$ cat config.mk
export PLATFORM = sky130hd
export DESIGN_NAME = tmrbank_top
export DESIGN_NICKNAME = d
export VERILOG_FILES = /design/src/rtl/tmrbank_pkg.sv /design/src/rtl/tmrbank_ctrl.sv /design/src/rtl/tmrbank_dp.sv /design/src/rtl/tmrbank_top.sv
export SDC_FILE = /design/constraint.sdc
export NUM_CORES = 1
export LEC_CHECK = 0
export ABC_AREA = 0
export BUFFER_PORTS_ARGS = -buffer_cell sky130_fd_sc_hd__buf_2
export CELL_PAD_IN_SITES_DETAIL_PLACEMENT = 0
export CELL_PAD_IN_SITES_GLOBAL_PLACEMENT = 1
export CORE_UTILIZATION = 25
export DETAILED_ROUTE_END_ITERATION = 8
export GPL_ROUTABILITY_DRIVEN = 0
export PLACE_DENSITY_LB_ADDON = 0.1
export SKIP_CTS_REPAIR_TIMING = 1
export SLEW_MARGIN = 10
export SYNTH_ARGS = -nofsm -noshare
export SYNTH_HDL_FRONTEND = slang
export SYNTH_HIERARCHICAL = 1
export SYNTH_SLANG_ARGS = --single-unit
$ cat constraint.sdc
create_clock -name clk -period 3.9 [get_ports clk]
set_input_delay 0.975 -clock clk [delete_from_list [all_inputs] [get_ports clk]]
set_output_delay 0.975 -clock clk [all_outputs]
set_load 0.02 [all_outputs]
$ cat src/rtl/tmrbank_pkg.sv
package tmrbank_pkg;
  localparam int NUM_RATES = 4;

  typedef struct packed {
    logic [NUM_RATES-1:0] rateTick;
  } rateStrb_t;
endpackage

$ cat src/rtl/tmrbank_ctrl.sv
module tmrbank_ctrl
  import tmrbank_pkg::*;
#(
  parameter int CNT_W = 16,
  parameter int STEP  = 8000,
  parameter int DIV1  = 25,
  parameter int DIV2  = 10,
  parameter int DIV3  = 60,
  parameter int PRE_W = 8
) (
  input  logic      clk,
  input  logic      rst,
  output rateStrb_t strb
);
  function automatic int divOf(int stage);
    case (stage)
      1:       return DIV1;
      2:       return DIV2;
      default: return DIV3;
    endcase
  endfunction

  logic [CNT_W-1:0] freeCnt;
  logic [CNT_W-1:0] cmpVal;
  logic [NUM_RATES-1:0] tick;

  assign tick[0] = (freeCnt == cmpVal);

  always_ff @(posedge clk) begin
    if (rst) begin
      freeCnt <= '0;
      cmpVal  <= CNT_W'(STEP);
    end else begin
      freeCnt <= freeCnt + 1'b1;
      if (tick[0]) cmpVal <= cmpVal + CNT_W'(STEP);
    end
  end

  for (genvar g = 1; g < NUM_RATES; g++) begin : gPre
    localparam int DIVG = divOf(g);
    logic [PRE_W-1:0] preCnt;
    always_ff @(posedge clk) begin
      if (rst) preCnt <= PRE_W'(DIVG);
      else if (tick[g-1]) preCnt <= (preCnt == PRE_W'(1)) ? PRE_W'(DIVG) : preCnt - 1'b1;
    end
    assign tick[g] = tick[g-1] && (preCnt == PRE_W'(1));
  end

  assign strb.rateTick = tick;
endmodule

$ cat src/rtl/tmrbank_dp.sv
module tmrbank_dp
  import tmrbank_pkg::*;
#(
  parameter int PER_GRP = 8,
  parameter int TMR_W   = 8,
  localparam int NT     = NUM_RATES * PER_GRP,
  localparam int IDX_W  = $clog2(NT)
) (
  input  logic             clk,
  input  logic             rst,
  input  rateStrb_t        strb,
  input  logic             wrEn,
  input  logic [IDX_W-1:0] wrIdx,
  input  logic [TMR_W-1:0] wrData,
  input  logic [IDX_W-1:0] rdIdx,
  output logic [TMR_W-1:0] rdData,
  output logic [NT-1:0]    zeroVec
);
  logic [TMR_W-1:0] tmrVal [NT];

  for (genvar i = 0; i < NT; i++) begin : gTmr
    localparam int GRP = i / PER_GRP;
    logic hit;
    assign hit = wrEn && (wrIdx == IDX_W'(i));
    always_ff @(posedge clk) begin
      if (rst) tmrVal[i] <= '0;
      else if (hit) tmrVal[i] <= wrData;
      else if (strb.rateTick[GRP] && (tmrVal[i] != '0)) tmrVal[i] <= tmrVal[i] - 1'b1;
    end
    assign zeroVec[i] = (tmrVal[i] == '0);
  end

  assign rdData = tmrVal[rdIdx];
endmodule

$ cat src/rtl/tmrbank_top.sv
module tmrbank_top
  import tmrbank_pkg::*;
#(
  parameter int CNT_W   = 16,
  parameter int STEP    = 8000,
  parameter int DIV1    = 25,
  parameter int DIV2    = 10,
  parameter int DIV3    = 60,
  parameter int PRE_W   = 8,
  parameter int PER_GRP = 8,
  parameter int TMR_W   = 8,
  localparam int NT     = NUM_RATES * PER_GRP,
  localparam int IDX_W  = $clog2(NT)
) (
  input  logic             clk,
  input  logic             rst,
  input  logic             wrEn,
  input  logic [IDX_W-1:0] wrIdx,
  input  logic [TMR_W-1:0] wrData,
  input  logic [IDX_W-1:0] rdIdx,
  output logic [TMR_W-1:0] rdData,
  output logic [NT-1:0]    zeroVec
);
  rateStrb_t strb;

  tmrbank_ctrl #(
    .CNT_W(CNT_W), .STEP(STEP), .DIV1(DIV1), .DIV2(DIV2), .DIV3(DIV3), .PRE_W(PRE_W)
  ) uCtrl (
    .clk(clk), .rst(rst), .strb(strb)
  );

  tmrbank_dp #(
    .PER_GRP(PER_GRP), .TMR_W(TMR_W)
  ) uDp (
    .clk(clk), .rst(rst), .strb(strb),
    .wrEn(wrEn), .wrIdx(wrIdx), .wrData(wrData),
    .rdIdx(rdIdx), .rdData(rdData), .zeroVec(zeroVec)
  );
endmodule

==> results.cfg <==
[clock_tree]
cts_tree = yes
clk_pin_slew_ns = 0.05
cts_buffer_depth = 3
clkLatencyLatePin_ns = 0.59
cts_inserted_buffers = 43
ctsHtreeMaxLevel = 2
cts_root_buf = clkbuf_16
clock_sinks = 306

[global_route]
grt.overflow.total = 0
grt_max_degree = 34
grtUsageTotal = 0.194
antenna_found_initial = 3
first_global_vias = 15400
grt_pass1_wl_mm = 115

[floorplanning]
start_util = 0.254
core_sq_mm = 0.0793
die_area_sq_mm = 0.0816
io_pins = 61
die_w_um = 286
die_y_um = 286
rows = 103

[yosys]
synthTopCellsByArea = edfxtp_1, o2bb2ai_1, mux4_2
synth_fp_nets = 1901
synth_top_area_frac = 0.382
postSynthAreaPerCell_sq_um = 11.1
ys_types = 51
ys_seq_area_frac = 0.432
synth-edff-count = 256
synth_area_sq_mm = 0.0201
synthArstFlopShare = 0
yosysWarningCount = 6
synth_area_leader_cell = edfxtp_1
yosys_register_bits = 306
synth_flop_cell = edfxtp_1
synthCells = 1807

[worst_setup_path]
critPathBufInv = 3
path_delay_family = multiplexers
crit_arrival_ns = 2.89
crit-reg2reg-capture = uDp/tmrVal[24][3]
slowest_delay_ns = 0.54
cp_common_cell = mux4_2
r2r_slack_ns = 0.44
crit_path_cell_trace = buf_8, buf_12, mux4_2, mux4_2, mux2_2, buf_2
worstRegToRegCells = 10
worstPathRequired_ns = 2.92
end_kind = primary output
timing.rr.start = uCtrl/gPre[3].preCnt[1]
startpoint_type = input pin
crit_type = input pin to primary output
cp_slowest_cell = mux4_2
cp_max_fo = 11

[pwr]
p_per_area_mw_per_mm2 = 378
power_mw = 8.83
p_leak_nw = 7.79
irDropWorstVdd_uv = 278

[drt]
dr.pass1.iters = 6
vias_per_cell = 5.40
drt-total-wl_mm = 80.7
vias = 16100
drc = 0
drt-wirelength-per-cell_um = 27.1
antenna_left = 0
drt_iter0_drc = 1669

[worst_hold_path]
hold_path_depth = 1
min_to = uCtrl/freeCnt[0]
hp-start = uCtrl/freeCnt[0]
hold_path_class = flip-flop to flip-flop

[run]
drv_cap = 0

[final_layout]
nFillCells = 8165
final_nets = 1988
diodes = 0
final_util = 0.295
synthToLayoutAreaGrowth_pct = 16.1
drive_above_1_share = 0.144

[timing]
fmax_mhz = 259
relSlewSlack = 0.302
worst_pin_slew_ns = 1.05
setup_violations = 0
finalCritPeriodShare = 0.991
slew_violations = 0
skew_ns = 0.0203
timing.final.crit_period_ns = 3.86
rsz0062_at_grt = false
hold_violations = 0

[placement]
dp_hpwl_mm = 58.6
port-buffer-count = 60

[status]
status = complete, no violations
==> flip-flops by register name, indices dropped and copies added (netlist names) <==
| signal | cells |
|---|---|
| uCtrl/freeCnt | 16 |
| uDp/tmrVal | 256 |
| uCtrl/gPre.preCnt | 24 |
| uCtrl/cmpVal | 10 |
==> report_power, final <==
group	leakage [nW]	internal, mW	total [mW]	switching, mW
combinational	4.31	0.420	0.975	0.555
sequential	2.84	3.71	4.03	0.319
clock	0.637	2.18	3.83	1.66
total	7.79	6.31	8.83	2.53
==> cell usage in the layout (no fill, tap or decap), types with 8 or more instances in the layout <==
| cell type | n |
|---|---|
| nand2_1 | 98 |
| ha_1 | 73 |
| a31oi_1 | 8 |
| buf_12 | 9 |
| nand3_1 | 52 |
| o2bb2ai_1 | 256 |
| or4_1 | 15 |
| o211ai_1 | 16 |
| a221o_1 | 27 |
| mux4_2 | 80 |
| buf_2 | 58 |
| nor2_1 | 156 |
| clkbuf_1 | 17 |
| buf_4 | 55 |
| clkbuf_16 | 46 |
| nor3_1 | 48 |
| and3_1 | 8 |
| xnor2_1 | 142 |
| o21ai_0 | 22 |
| xor2_1 | 76 |
| inv_1 | 116 |
| and4_1 | 8 |
| and2_1 | 9 |
| mux2_2 | 8 |
| nand4_1 | 15 |
| edfxtp_1 | 256 |
| nor4_1 | 66 |
| nor2b_1 | 12 |
| nand2b_1 | 30 |
| a21oi_1 | 20 |
| dfxtp_1 | 50 |
==> per-stage QoR <==
| stage | hold WS (ns) | std cells | TNS (ns) | instance area [sq um] | setup WS [ns] |
|---|---|---|---|---|---|
| floorplan | 0.425 | 1807 | 0 | 20100 | 0.277 |
| global placement | 0.446 | 2896 | -0.00467 | 22000 | -0.00467 |
| detailed placement | 0.455 | 2896 | -0.0338 | 22000 | -0.0161 |
| CTS | 0.466 | 2975 | -0.0414 | 23300 | -0.0260 |
| global route | 0.483 | 2978 | 0 | 23400 | 0.000323 |
| finish | 0.460 | 2978 | 0 | 23400 | 0.0364 |
==> worst max path at each step <==
stage | start | end | slack [ns] | cells past startpoint
after floorplan | rdIdx[2] | rdData[4] | 0.28 | 5
after global placement | rdIdx[0] | rdData[5] | -0.005 | 6
after detailed placement | rdIdx[0] | rdData[5] | -0.02 | 6
after CTS | rdIdx[0] | rdData[5] | -0.03 | 6
after global routing | rdIdx[2] | rdData[2] | 0.0003 | 7
final | rdIdx[0] | rdData[6] | 0.04 | 6
==> routing by layer <==
| layer | up-vias | global-route usage | wire, um | share of wire |
|---|---|---|---|---|
| li1 | 7132 | - | - | - |
| met1 | 8323 | 0.296 | 39300 | 0.49 |
| met2 | 537 | 0.291 | 35100 | 0.44 |
| met3 | 78 | 0.0249 | 4880 | 0.060 |
| met4 | 0 | 0.0400 | 1360 | 0.017 |
| met5 | - | 0 | 0 | 0 |
==> synthesized netlist by cell type, types with 9 or more instances <==
library cell    n
a21oi_1        20
a221o_1        27
and2_1          9
clkbuf_1       65
dfxtp_1        50
edfxtp_1      256
ha_1           73
inv_1         116
mux4_2         80
nand2_1        98
nand2b_1       30
nand3_1        52
nand4_1        15
nor2_1        156
nor2b_1        12
nor3_1         48
nor4_1         66
o211ai_1       16
o21ai_0        22
o2bb2ai_1     256
or4_1          15
xnor2_1       142
xor2_1         76
==> cell type report <==
type                    instances  area [sq um]  area share
flip-flops and latches        306          8690       0.372
clock buffers                  63          1180      0.0506
repair buffers                127           985      0.0422
well taps                    1050          1310      0.0563
clock inverters                16           133     0.00568
multi-input cells            1300         10600       0.455
inverters                     116           435      0.0186
==> logic make-up (layout without fill, tap and decap cells) <==
| family | Yosys count | count (layout) | share of synthesized area |
|---|---|---|---|
| DFF | 306 | 306 | 0.432 |
| adders and majority gates | 73 | 73 | 0.0454 |
| and+or+nand+nor | 555 | 555 | 0.143 |
| AOI/OAI and AO/OA | 364 | 364 | 0.150 |
| xor gates and xnor gates | 218 | 218 | 0.0949 |
| buffers and inverters | 201 | 322 | 0.0402 |
| muxes | 90 | 90 | 0.0950 |
No activity file was read; power rests on OpenSTA's default activity.
